## src/rtl/tile_view_pkg.sv

```systemverilog
package tile_view_pkg;

   typedef enum logic [1:0] {
      FMT_B8   = 2'd0,
      FMT_B16  = 2'd1,
      FMT_B32  = 2'd2,
      FMT_PAGE = 2'd3
   } pix_fmt_e;

   typedef struct packed {
      logic swap;
      logic mir_y;
      logic mir_x;
   } view_ctl_t;

   // low x bits given up by a format
   function automatic logic drop_x(input pix_fmt_e f);
      return (f == FMT_B32);
   endfunction

   // low y bits given up by a format
   function automatic logic drop_y(input pix_fmt_e f);
      return (f == FMT_B16) || (f == FMT_B32);
   endfunction

endpackage

```

## src/rtl/tile_view_geom.sv

```systemverilog
module tile_view_geom
   import tile_view_pkg::*;
#(
   parameter int CW_BITS = 14,
   parameter int CH_BITS = 13
) (
   input  logic [1:0]         fmt,
   output logic               xs,
   output logic               ys,
   output logic [CW_BITS-1:0] x_mask,
   output logic [CH_BITS-1:0] y_mask,
   output logic               fmt_bad
);
   pix_fmt_e f;

   always_comb begin
      f       = pix_fmt_e'(fmt);
      fmt_bad = (f == FMT_PAGE);
      xs      = fmt_bad ? 1'b0 : drop_x(f);
      ys      = fmt_bad ? 1'b0 : drop_y(f);
      x_mask  = {CW_BITS{1'b1}} >> xs;
      y_mask  = {CH_BITS{1'b1}} >> ys;
   end
endmodule

```

## src/rtl/tile_view_xform.sv

```systemverilog
module tile_view_xform
   import tile_view_pkg::*;
#(
   parameter int CW_BITS = 14,
   parameter int CH_BITS = 13
) (
   input  logic [CW_BITS-1:0] x_in,
   input  logic [CH_BITS-1:0] y_in,
   input  logic [CW_BITS-1:0] x_mask,
   input  logic [CH_BITS-1:0] y_mask,
   input  view_ctl_t          ctl,
   output logic [CW_BITS-1:0] x_out,
   output logic [CH_BITS-1:0] y_out,
   output logic               range_bad
);
   logic x_over, y_over;

   always_comb begin
      x_over    = |(x_in & ~x_mask);
      y_over    = |(y_in & ~y_mask);
      range_bad = x_over | y_over;
      x_out     = ctl.mir_x ? (x_in ^ x_mask) : x_in;
      y_out     = ctl.mir_y ? (y_in ^ y_mask) : y_in;
   end
endmodule

```

## src/rtl/tile_view_pack.sv

```systemverilog
module tile_view_pack
   import tile_view_pkg::*;
#(
   parameter int CW_BITS = 14,
   parameter int CH_BITS = 13,
   parameter int ADDR_W  = 32
) (
   input  logic [CW_BITS-1:0] xm,
   input  logic [CH_BITS-1:0] ym,
   input  logic               xs,
   input  logic               ys,
   input  logic [1:0]         fmt,
   input  logic [2:0]         orient,
   input  logic               fmt_bad,
   input  logic               any_bad,
   output logic [ADDR_W-1:0]  addr,
   output logic [ADDR_W-1:0]  stride
);
   localparam int OFF_W = CW_BITS + CH_BITS;
   localparam logic [ADDR_W-1:0] ONE = ADDR_W'(1);

   generate
      if (ADDR_W != OFF_W + 5) begin : g_bad_width
         $error("tile_view_pack: address must hold offset plus five code bits");
      end
   endgenerate

   view_ctl_t         ctl;
   logic [OFF_W-1:0]  xw, yw, lin, lin_sh;
   logic [1:0]        align;

   always_comb begin
      ctl   = view_ctl_t'(orient);
      xw    = OFF_W'(xm);
      yw    = OFF_W'(ym);
      align = {1'b0, xs} + {1'b0, ys};
      if (ctl.swap)
         lin = (ys ? (xw << (CH_BITS - 1)) : (xw << CH_BITS)) + yw;
      else
         lin = (xs ? (yw << (CW_BITS - 1)) : (yw << CW_BITS)) + xw;
      lin_sh = lin << align;

      addr = any_bad ? '0 : {orient, fmt, lin_sh};

      if (fmt_bad)
         stride = '0;
      else if (ctl.swap)
         stride = xs ? (ONE << (CH_BITS + 1)) : (ONE << CH_BITS);
      else
         stride = ys ? (ONE << (CW_BITS + 1)) : (ONE << CW_BITS);
   end
endmodule

```

## src/rtl/tile_view_agen.sv

```systemverilog
module tile_view_agen
   import tile_view_pkg::*;
#(
   parameter int CW_BITS = 14,
   parameter int CH_BITS = 13,
   parameter int ADDR_W  = 32
) (
   input  logic               clk,
   input  logic               rst_n,
   input  logic               req_valid,
   input  logic [1:0]         req_fmt,
   input  logic [2:0]         req_orient,
   input  logic [CW_BITS-1:0] req_x,
   input  logic [CH_BITS-1:0] req_y,
   output logic               rsp_valid,
   output logic               rsp_err,
   output logic [ADDR_W-1:0]  rsp_addr,
   output logic [ADDR_W-1:0]  rsp_stride
);
   generate
      if (CW_BITS < 2 || CH_BITS < 2) begin : g_bad_dims
         $error("tile_view_agen: container axes need at least two bits");
      end
   endgenerate

   logic               xs, ys, fmt_bad, range_bad, any_bad;
   logic [CW_BITS-1:0] x_mask, xm;
   logic [CH_BITS-1:0] y_mask, ym;
   logic [ADDR_W-1:0]  addr_c, stride_c;

   tile_view_geom #(.CW_BITS(CW_BITS), .CH_BITS(CH_BITS)) u_geom (
      .fmt(req_fmt), .xs(xs), .ys(ys),
      .x_mask(x_mask), .y_mask(y_mask), .fmt_bad(fmt_bad)
   );

   tile_view_xform #(.CW_BITS(CW_BITS), .CH_BITS(CH_BITS)) u_xform (
      .x_in(req_x), .y_in(req_y), .x_mask(x_mask), .y_mask(y_mask),
      .ctl(view_ctl_t'(req_orient)), .x_out(xm), .y_out(ym),
      .range_bad(range_bad)
   );

   assign any_bad = fmt_bad | range_bad;

   tile_view_pack #(.CW_BITS(CW_BITS), .CH_BITS(CH_BITS), .ADDR_W(ADDR_W)) u_pack (
      .xm(xm), .ym(ym), .xs(xs), .ys(ys), .fmt(req_fmt), .orient(req_orient),
      .fmt_bad(fmt_bad), .any_bad(any_bad), .addr(addr_c), .stride(stride_c)
   );

   always_ff @(posedge clk or negedge rst_n) begin
      if (!rst_n) begin
         rsp_valid  <= 1'b0;
         rsp_err    <= 1'b0;
         rsp_addr   <= '0;
         rsp_stride <= '0;
      end else begin
         rsp_valid <= req_valid;
         if (req_valid) begin
            rsp_err    <= any_bad;
            rsp_addr   <= addr_c;
            rsp_stride <= stride_c;
         end
      end
   end

   // response strobe trails the request by one clock
   p_latency_r9: assert property (@(posedge clk) disable iff (!rst_n)
      req_valid |=> rsp_valid);
   p_no_spurious_r9: assert property (@(posedge clk) disable iff (!rst_n)
      !req_valid |=> (!rsp_valid && $stable(rsp_addr) && $stable(rsp_stride)));
   // page mode is always flagged
   p_page_err_r1: assert property (@(posedge clk) disable iff (!rst_n)
      (req_valid && req_fmt == 2'd3) |=> (rsp_err && rsp_stride == '0));
   // an error never leaks an address
   p_err_zero_r4: assert property (@(posedge clk) disable iff (!rst_n)
      (rsp_valid && rsp_err) |-> (rsp_addr == '0));
   // code fields carried into the address
   p_fields_r2: assert property (@(posedge clk) disable iff (!rst_n)
      (req_valid && req_fmt != 2'd3) |=>
         (rsp_err || (rsp_addr[ADDR_W-1 -: 3] == $past(req_orient)
                      && rsp_addr[ADDR_W-4 -: 2] == $past(req_fmt))));
   // stride is a single power of two or zero
   p_stride_r8: assert property (@(posedge clk) disable iff (!rst_n)
      rsp_valid |-> $onehot0(rsp_stride));
   // 32-bit addresses are aligned to four
   p_align_r7: assert property (@(posedge clk) disable iff (!rst_n)
      (rsp_valid && !rsp_err && rsp_addr[ADDR_W-4 -: 2] == 2'd2) |-> (rsp_addr[1:0] == 2'b00));
endmodule

```

## config.mk

```make
export PLATFORM = sky130hd
export DESIGN_NAME = tile_view_agen
export DESIGN_NICKNAME = d
export VERILOG_FILES = /design/src/rtl/tile_view_pkg.sv /design/src/rtl/tile_view_geom.sv /design/src/rtl/tile_view_xform.sv /design/src/rtl/tile_view_pack.sv /design/src/rtl/tile_view_agen.sv
export SDC_FILE = /design/constraint.sdc
export NUM_CORES = 1
export LEC_CHECK = 0
export BUFFER_PORTS_ARGS = -buffer_cell sky130_fd_sc_hd__buf_2
export CORE_MARGIN = 5
export CORE_UTILIZATION = 39
export DETAILED_ROUTE_END_ITERATION = 16
export PLACE_DENSITY = 0.66
export REMOVE_ABC_BUFFERS = 1
export SYNTH_ARGS = -nofsm -noshare
export SYNTH_HDL_FRONTEND = slang
export SYNTH_SLANG_ARGS = --single-unit
```

## constraint.sdc

```tcl
create_clock -name clk -period 0.8 [get_ports clk]
set_clock_uncertainty 0.2 [all_clocks]
set_input_delay 0.08 -clock clk [delete_from_list [all_inputs] [get_ports clk]]
set_output_delay 0.08 -clock clk [all_outputs]
set_load 0.05 [all_outputs]
```

==> flow_summary.rst, run 1 <==
.. list-table::
   :header-rows: 1

   * - Metric
     - Value
   * - Outcome
     - complete, but fails checks
   * - Failing checks
     - negative hold slack, negative setup slack
   * - Biggest cell delay along the critical path
     - ~0.57 ns
   * - Critical path, cell by cell
     - buf_8 -> inv_6 -> ha_4 -> buf_12 -> mux2i_4 -> xnor2_2 -> ha_4 -> nand3b_1 -> mux2i_2 -> nand4_2 -> or4_4 -> and4_4 -> a2111o_1 -> o221ai_2
   * - CP Data Arrival Time
     - 2.82 ns
   * - Cell area after placement
     - roughly 5400 um2
   * - CP most frequent cell
     - sky130_fd_sc_hd__ha_4
   * - Critical path endpoint category
     - register
   * - Hold buffer count at CTS
     - 1
   * - Final setup vio count
     - 73
   * - Area of the mapped netlist
     - 4338 um2
   * - Gpl congestion
     - 1.052
   * - First-pass GRT wire length
     - 24.62 mm
   * - Max-slew violation count
     - 0
   * - Worst Hold Endpoint
     - rsp_stride[13]
   * - Final period util
     - 3.515
   * - Share of synthesized registers carrying an async set or reset
     - 1.000
   * - Total CTS buffers
     - 5
   * - Start point of the worst hold path
     - req_fmt[1]
   * - Fin nets
     - 751
   * - Worst hold margin
     - -0.09951 ns
   * - Maximum number of pins on one net before global-route repair
     - 38
   * - Horizontal extent of the die
     - 115.5 um
   * - Post-synthesis share of cell area spent on full adders, half adders and majority gates
     - 0.02884
   * - Fraction of synthesized cell area in xor and xnor cells
     - 0.1211
   * - Synthesis Warnings
     - 0
   * - Category of cells accounting for the largest share of critical-path delay
     - simple AND/OR/NAND/NOR gates
   * - Synthesized instance count
     - a little over 500
   * - Hold Vio Cnt, Final
     - 5
   * - Psw
     - 4.524 mW
   * - Die area
     - about 13000 um2
   * - First drt pass iteration count
     - 7
   * - Clock power share
     - 0.134
   * - Top cells by count, synth
     - 62 x sky130_fd_sc_hd__mux2i_1, 37 x sky130_fd_sc_hd__dfrtp_1, 37 x sky130_fd_sc_hd__xnor2_1
   * - Share of post-route cells with drive strength above 1
     - 0.5375
   * - Final core utilization
     - 0.6705
   * - Kind of critical path
     - primary input to register
   * - Startpoint of the lowest-slack register-to-register path
     - rsp_err
   * - Post-detailed-placement half-perimeter wirelength
     - 11.09 mm
   * - Master cell of the clock root buffer
     - sky130_fd_sc_hd__clkbuf_8
   * - Total number of clock tree sinks
     - 37
   * - Count of boundary I/O pins
     - 101
   * - Crit Path Max Fanout
     - 5
   * - Timing-limited maximum frequency
     - ~0.36 GHz
   * - Core Box Area
     - 10890 um2
   * - Most used flip-flop cell after synthesis
     - sky130_fd_sc_hd__dfrtp_1
   * - Path class of the lowest-slack min-delay path
     - primary input to register
   * - Cell type contributing the most total cell area after synthesis
     - sky130_fd_sc_hd__dfrtp_1
   * - Avg Inst Size Synth
     - 8.607 um2
   * - Maximum buffer depth of the clock tree
     - 2
   * - Post-route minimum period
     - 2.812 ns
   * - Part of the total power dissipated in combinational logic
     - 0.637
   * - Port bufs
     - 71
   * - Length in cells of the worst reg-to-reg path
     - 4
   * - Max-Slew Margin vs Limit
     - 0.6294
   * - Clock-pin slew of the registers on the worst-case setup and hold paths
     - 0.09 ns
   * - Leading cell types by total area after synthesis
     - sky130_fd_sc_hd__dfrtp_1 21%, sky130_fd_sc_hd__mux2i_1 14%, sky130_fd_sc_hd__xnor2_1 7.5%
   * - Share of total power in sequential cells
     - 0.229
   * - Final design instance area without fill
     - about 7300 um2
   * - Fillers
     - 753
   * - Net Sw Frac
     - 0.4489
   * - Reg-to-reg setup timing slack
     - -0.32 ns
   * - Seq/Total Area, Yosys
     - 0.2134
   * - DRT Wirelength
     - 16.92 mm
   * - Peak supply drop
     - 0.8865 mV
   * - Clock latency at the later pin of the worst-skew pair
     - slightly below 0.3 ns
   * - Number of antenna violations at the first check in global routing
     - 0
   * - DRC violation count after routing
     - 0
   * - Post-synthesis share of cell area spent on and, or, nand and nor gates
     - 0.1607
   * - Standard cell with the maximum stage delay on the critical path
     - sky130_fd_sc_hd__or4_4
   * - Clock H-tree levels
     - 2
   * - RSZ-0062 raised after global routing
     - yes
   * - Cell depth of the worst min-delay path
     - 3
   * - Number of antenna diodes
     - 0
   * - Buffering stage count on the worst path with inverters included
     - 3
   * - Slack of the critical path
     - -2.012 ns
   * - Reported leakage power
     - 3.219 nW
   * - CTS tree
     - done
   * - DRT antenna net count
     - 0
   * - Total grt overflow
     - 0
   * - Most used standard cell by instance count after synthesis
     - sky130_fd_sc_hd__mux2i_1
   * - Starting DRT DRC Count
     - 472
   * - Complex-gate fraction of the synthesized area
     - 0.1777
   * - Number of enable flip-flop cells after synthesis
     - 0
   * - Routed WL per cell
     - between 15 and 20 um
   * - Via count of the first global-routing pass
     - 4790
   * - Endpoint of the lowest-slack register-to-register path
     - rsp_err
   * - Global router's overall resource usage
     - 0.2308
   * - Distinct cell type count of the synthesized netlist
     - 72
   * - Max-capacitance violation count
     - 0
   * - Synthesized flop and latch total
     - 37
   * - Floorplan die height
     - about 120 um
   * - PwrDens
     - 1380 nW/um2
   * - Area share of the leading cell type in the synthesized netlist
     - 0.2134
   * - Area Growth Syn to Fin
     - 68.30%
   * - Site Rows
     - 38
   * - Initial core utilization
     - 0.3984
   * - Tightest Pin Transition
     - between 0.5 and 0.6 ns
   * - Required time worst endpoint
     - 0.81 ns
   * - Internal power
     - ~5.6 mW
   * - Dominant combinational cell family by area after synthesis
     - multiplexers
   * - Startpoint class of the critical path
     - primary input
   * - Share of cell area taken by muxes after synthesis
     - 0.1933
   * - Total number of vias
     - ~4800
   * - Number of vias per cell
     - between 5 and 6
==> layout by cell type, fill, tap and decap left out, types with 6 or more instances in the layout <==
master                      instances
sky130_fd_sc_hd__buf_4            125
sky130_fd_sc_hd__buf_6             63
sky130_fd_sc_hd__mux2i_1           47
sky130_fd_sc_hd__dfrtp_1           37
sky130_fd_sc_hd__nand2_1           34
sky130_fd_sc_hd__conb_1            29
sky130_fd_sc_hd__buf_2             29
sky130_fd_sc_hd__nor2_1            24
sky130_fd_sc_hd__xnor2_1           22
sky130_fd_sc_hd__xor2_1            16
sky130_fd_sc_hd__o2bb2ai_1         15
sky130_fd_sc_hd__buf_12            15
sky130_fd_sc_hd__a21oi_2           14
sky130_fd_sc_hd__mux2i_2           11
sky130_fd_sc_hd__xnor2_2           10
sky130_fd_sc_hd__o21ai_2           10
sky130_fd_sc_hd__nand2b_1           9
sky130_fd_sc_hd__ha_4               9
sky130_fd_sc_hd__nand3b_1           8
sky130_fd_sc_hd__inv_1              7
sky130_fd_sc_hd__mux2i_4            6
sky130_fd_sc_hd__a22o_1             6
==> worst max path at each step <==
stage	from	depth (start not counted)	slack, ns	end
finish	req_fmt[0]	14	-2.01	rsp_addr[26]
global route	req_fmt[0]	14	-2.06	rsp_addr[26]
CTS	req_fmt[0]	14	-1.92	rsp_addr[26]
detailed placement	req_fmt[0]	14	-2.62	rsp_addr[26]
global placement	req_fmt[0]	17	-2.50	rsp_addr[26]
floorplan	req_fmt[0]	13	-3.34	rsp_addr[26]
==> what timing repair did <==
action                     4_1_cts  5_1_grt
setup buffers                   28       31
resized for setup              245       70
hold endpoints to repair        45        5
setup endpoints to repair       73       73
cloned                           0        0
pin swaps                       49       42
==> sequential cells by signal, indices dropped and copies added, names as in the netlist <==
name	flops
rsp_stride	3
rsp_valid	1
rsp_err	1
rsp_addr	32
==> per-stage QoR <==
step / hold slack [ns] / setup slack, ns / TNS (ns) / power (mW) / std cells
floorplan: -0.4156 / -3.337 / -76.55 / 5.145 / 463
global placement: -0.1440 / -2.495 / -58.07 / 6.705 / 783
detailed placement: -0.1413 / -2.619 / -59.69 / 6.781 / 783
CTS: -0.1119 / -1.915 / -48.39 / 9.338 / 818
global route: -0.1014 / -2.061 / -53.12 / 10.47 / 847
finish: -0.09951 / -2.012 / -50.30 / 10.08 / 847
==> routing by layer <==
layer / track usage / wire [um] / up-vias
met4: 0.07512 / 602 / 0
met5: 0 / 0 / -
met1: 0.2898 / 6415 / 2335
met2: 0.4128 / 8696 / 265
met3: 0.02611 / 1205 / 53
li1: - / - / 2177
==> kinds of logic after synthesis <==
kind of cell	after synthesis
AOI/OAI and AO/OA	109
xor gates and xnor gates	60
adders and majority gates	10
buffers and inverters	82
DFF	37
muxes	75
other	1
and+or+nand+nor	130
==> area by class of cell <==
type,count,area (um2),area share
Clock buffer,5,68.82,0.009426
Clock inverter,3,17.52,0.002399
Inverter,13,58.81,0.008055
Multi-Input combinational cell,413,3914,0.5361
Sequential cell,37,925.9,0.1268
Tap cell,140,175.2,0.02399
Timing Repair Buffer,236,2141,0.2932
==> tightest hold or removal path, delay by kind of cell <==
family,cells,cell delay (ns)
AO/OA/AOI/OAI,1,0.07
buffers and inverters,2,0.22
==> power by group through the flow <==
stage | logic (mW) | registers (mW) | clock network (mW)
floorplan | 2.01 | 3.14 | 0
global placement | 4.44 | 2.27 | 0
detailed placement | 4.50 | 2.28 | 0
CTS | 5.70 | 2.30 | 1.34
global route | 6.70 | 2.33 | 1.44
finish | 6.42 | 2.31 | 1.36
Power figures use the tool's default switching activity.
==> run 2: changes to the inputs <==
Settings changed: CAP_MARGIN set to 10, PLACE_DENSITY 0.66 to 0.64, SYNTH_HIERARCHICAL set to 1.
==> flow_summary.rst, run 2 <==
.. list-table::
   :header-rows: 1

   * - Metric
     - Value
   * - Master cell of the clock root buffer
     - sky130_fd_sc_hd__clkbuf_16 (was sky130_fd_sc_hd__clkbuf_8)
   * - Area Growth Syn to Fin
     - 53.03% (was 68.30%)
   * - Total grt overflow
     - 0 (unchanged)
   * - Routed WL per cell
     - 17.17 um (was 19.98 um)
   * - CP Data Arrival Time
     - 2.86 ns (was 2.82 ns)
   * - Share of synthesized registers carrying an async set or reset
     - 1.000 (unchanged)
   * - Path class of the lowest-slack min-delay path
     - primary input to register (unchanged)
   * - First-pass GRT wire length
     - 29.50 mm (was 24.62 mm)
   * - Required time worst endpoint
     - 0.87 ns (was 0.81 ns)
   * - RSZ-0062 raised after global routing
     - yes (unchanged)
   * - CP most frequent cell
     - sky130_fd_sc_hd__ha_4 (unchanged)
   * - Final setup vio count
     - 131 (was 73)
   * - Synthesis Warnings
     - 6 (was 0)
   * - PwrDens
     - 1419 nW/um2 (was 1380 nW/um2)
   * - Port bufs
     - 100 (was 71)
   * - Area share of the leading cell type in the synthesized netlist
     - 0.2634 (was 0.2134)
   * - Failing checks
     - negative hold slack, negative setup slack (unchanged)
   * - Largest regs
     - rsp_addr x32, rsp_stride x32 (was rsp_addr x32, rsp_stride x3)
   * - Clock-pin slew of the registers on the worst-case setup and hold paths
     - 0.06 ns (was 0.09 ns)
   * - Number of vias per cell
     - 5.076 (was 5.702)
   * - Hold buffer count at CTS
     - 1 (unchanged)
   * - Timing-limited maximum frequency
     - 0.3586 GHz (was 0.3556 GHz)
   * - Site Rows
     - 46 (was 38)
   * - Final core utilization
     - 0.6063 (was 0.6705)
   * - Outcome
     - complete, but fails checks (unchanged)
   * - Startpoint class of the critical path
     - primary input (unchanged)
   * - Synthesized instance count
     - 660 (was 504)
   * - Worst hold margin
     - -0.04283 ns (was -0.09951 ns)
   * - Clock H-tree levels
     - 3 (was 2)
   * - Critical path, cell by cell
     - buf_8 -> inv_4 -> ha_4 -> inv_2 -> ha_4 -> mux2i_4 -> ha_2 -> nand3_2 -> or4_4 -> or3_4 -> a211oi_4 -> nor3_2 -> o32ai_2 -> mux2_4 (was buf_8 -> inv_6 -> ha_4 -> buf_12 -> mux2i_4 -> xnor2_2 -> ha_4 -> nand3b_1 -> mux2i_2 -> nand4_2 -> or4_4 -> and4_4 -> a2111o_1 -> o221ai_2)
   * - Final period util
     - 3.486 (was 3.515)
   * - Critical path endpoint category
     - register (unchanged)
   * - Avg Inst Size Synth
     - 9.502 um2 (was 8.607 um2)
   * - Post-detailed-placement half-perimeter wirelength
     - 13.50 mm (was 11.09 mm)
   * - Most used standard cell by instance count after synthesis
     - sky130_fd_sc_hd__dfrtp_1 (was sky130_fd_sc_hd__mux2i_1)
   * - Tightest Pin Transition
     - 0.6513 ns (was 0.5516 ns)
   * - Final design instance area without fill
     - 9597 um2 (was 7301 um2)
   * - Cell type contributing the most total cell area after synthesis
     - sky130_fd_sc_hd__dfrtp_1 (unchanged)
   * - Kind of critical path
     - primary input to register (unchanged)
   * - Reported leakage power
     - 4.812 nW (was 3.219 nW)
   * - Number of enable flip-flop cells after synthesis
     - 0 (unchanged)
   * - Cell area after placement
     - 7689 um2 (was 5439 um2)
   * - Maximum number of pins on one net before global-route repair
     - 47 (was 38)
   * - Total number of clock tree sinks
     - 66 (was 37)
   * - Area of the mapped netlist
     - 6271 um2 (was 4338 um2)
   * - Starting DRT DRC Count
     - 481 (was 472)
   * - Fin nets
     - 990 (was 751)
   * - Post-route minimum period
     - 2.789 ns (was 2.812 ns)
   * - Distinct cell type count of the synthesized netlist
     - 60 (was 72)
   * - Floorplan die height
     - 136.8 um (was 115.5 um)
   * - Max-capacitance violation count
     - 0 (unchanged)
   * - Horizontal extent of the die
     - 136.8 um (was 115.5 um)
   * - Core Box Area
     - 15830 um2 (was 10890 um2)
   * - DRC violation count after routing
     - 0 (unchanged)
   * - DRT antenna net count
     - 0 (unchanged)
   * - Highest-count cells in the layout ignoring fill and taps
     - 155 x sky130_fd_sc_hd__buf_4, 95 x sky130_fd_sc_hd__buf_6, 66 x sky130_fd_sc_hd__dfrtp_1 (was 125 x sky130_fd_sc_hd__buf_4, 63 x sky130_fd_sc_hd__buf_6, 47 x sky130_fd_sc_hd__mux2i_1)
   * - Slack of the critical path
     - -1.989 ns (was -2.012 ns)
   * - Share of post-route cells with drive strength above 1
     - 0.5200 (was 0.5375)
   * - Max-slew violation count
     - 0 (unchanged)
   * - Hold Vio Cnt, Final
     - 2 (was 5)
   * - Number of antenna diodes
     - 0 (unchanged)
   * - Most used flip-flop cell after synthesis
     - sky130_fd_sc_hd__dfrtp_1 (unchanged)
   * - Synthesized flop and latch total
     - 66 (was 37)
   * - Seq/Total Area, Yosys
     - 0.2634 (was 0.2134)
   * - CTS tree
     - done (unchanged)
   * - Biggest cell delay along the critical path
     - 0.48 ns (was 0.57 ns)
   * - Standard cell with the maximum stage delay on the critical path
     - sky130_fd_sc_hd__or4_4 (unchanged)
   * - Total CTS buffers
     - 9 (was 5)
   * - DRT Wirelength
     - 19.59 mm (was 16.92 mm)
   * - Crit Path Max Fanout
     - 3 (was 5)
   * - First drt pass iteration count
     - 5 (was 7)
   * - Max-Slew Margin vs Limit
     - 0.5658 (was 0.6294)
   * - Count of boundary I/O pins
     - 101 (unchanged)
   * - Leading cell types by total area after synthesis
     - sky130_fd_sc_hd__dfrtp_1 26%, sky130_fd_sc_hd__mux2_4 12%, sky130_fd_sc_hd__ha_1 7.0% (was sky130_fd_sc_hd__dfrtp_1 21%, sky130_fd_sc_hd__mux2i_1 14%, sky130_fd_sc_hd__xnor2_1 7.5%)
   * - Most frequent standard cell in the layout excluding fill and tap cells
     - sky130_fd_sc_hd__buf_4 (unchanged)
   * - Initial core utilization
     - 0.3962 (was 0.3984)
   * - Top cells by count, synth
     - 66 x sky130_fd_sc_hd__dfrtp_1, 58 x sky130_fd_sc_hd__buf_4, 54 x sky130_fd_sc_hd__inv_1 (was 62 x sky130_fd_sc_hd__mux2i_1, 37 x sky130_fd_sc_hd__dfrtp_1, 37 x sky130_fd_sc_hd__xnor2_1)
   * - Peak supply drop
     - 1.039 mV (was 0.8865 mV)
   * - Clock latency at the later pin of the worst-skew pair
     - 0.32 ns (was 0.29 ns)
   * - Gpl congestion
     - 0.8849 (was 1.052)
   * - Via count of the first global-routing pass
     - 5591 (was 4790)
   * - Maximum buffer depth of the clock tree
     - 2 (unchanged)
   * - Die area
     - 18720 um2 (was 13330 um2)
   * - Total number of vias
     - 5792 (was 4830)
   * - Number of antenna violations at the first check in global routing
     - 0 (unchanged)
   * - Global router's overall resource usage
     - 0.1996 (was 0.2308)
run 2: cell types whose count changed after synthesis, moves of 15 or more:
cell                        before  now
sky130_fd_sc_hd__mux2i_1        62   38
sky130_fd_sc_hd__ha_1           10   35
sky130_fd_sc_hd__mux2_4          1   50
sky130_fd_sc_hd__o2bb2ai_1      16    1
sky130_fd_sc_hd__xnor2_1        37   11
sky130_fd_sc_hd__inv_1          11   54
sky130_fd_sc_hd__dfrtp_1        37   66
sky130_fd_sc_hd__xor2_1         23    4
sky130_fd_sc_hd__buf_4          30   58
run 2: cell type report:
type                    count  area, um2
clock inverters             4      50.05
fillers                  1277       6231
clock buffers              12      256.5
flip-flops and latches     66       1652
multi-input cells         491       4457
inverters                  55      212.7
well taps                 216      270.3
repair buffers            297       2699
run 2: critical path, delay by kind of cell:
| family | cells | cell delay (ns) |
|---|---|---|
| simple gates | 4 | 1.09 |
| buf+inv | 3 | 0.15 |
| mux | 2 | 0.32 |
| compound gates | 2 | 0.53 |
| fa+ha+maj | 3 | 0.69 |
run 2: cells by family (layout without fill, tap and decap cells):
kind of cell / Yosys count / in the layout / synth area share
compound gates: 96 / 96 / 0.1020
xor+xnor: 15 / 15 / 0.02095
fa+ha+maj: 35 / 35 / 0.06983
buf+inv: 155 / 368 / 0.1381
flops: 66 / 66 / 0.2634
mux: 122 / 122 / 0.2688
other cells: 2 / 54 / 0.001198
simple gates: 169 / 169 / 0.1359
run 2: per-layer routing:
metal	vias up	part of all wire	global-route usage
li1	2772	-	-
met1	2778	0.43	0.2605
met2	204	0.49	0.3478
met3	38	0.060	0.02684
met4	0	0.024	0.05377
met5	-	0	0
run 2: what timing repair did:
item,CTS,global route
gates cloned,1,0
resized for setup,233,59
endpoints found under the hold margin,68,2
setup buffers,54,15
pin swaps,54,19
endpoints found under the setup margin,131,151
run 2: power breakdown:
| group | internal [mW] | switching (mW) |
|---|---|---|
| logic | 2.81 | 3.15 |
| clock network | 2.58 | 1.42 |
| registers | 3.51 | 0.159 |
run 2: metrics by stage:
stage / setup slack (ns) / TNS [ns] / power, mW / hold slack (ns) / instances
after floorplan: -2.718 / -90.72 / 6.388 / -0.4156 / 612
after global placement: -2.551 / -85.80 / 8.241 / -0.1000 / 1058
after detailed placement: -2.643 / -86.68 / 8.286 / -0.1015 / 1058
after CTS: -2.033 / -82.17 / 13.19 / -0.05816 / 1129
after global routing: -2.077 / -88.78 / 14.23 / -0.04760 / 1141
final: -1.989 / -84.43 / 13.62 / -0.04283 / 1141
run 2: final timing paths:
check / start / endpoint / slack [ns] / cells after the start
worst max-delay path: req_fmt[0] / rsp_addr[22] / -1.99 / 14
worst min-delay path: req_valid / rsp_stride[16] / -0.04 / 2
worst max register to register: rsp_addr[23] / rsp_addr[23] / -0.41 / 3
worst min register to register: rsp_stride[0] / rsp_stride[0] / 0.33 / 1
max in group asynchronous: rst_n / rsp_err / 0.07 / 3
min in group asynchronous: rst_n / rsp_stride[17] / 0.08 / 3
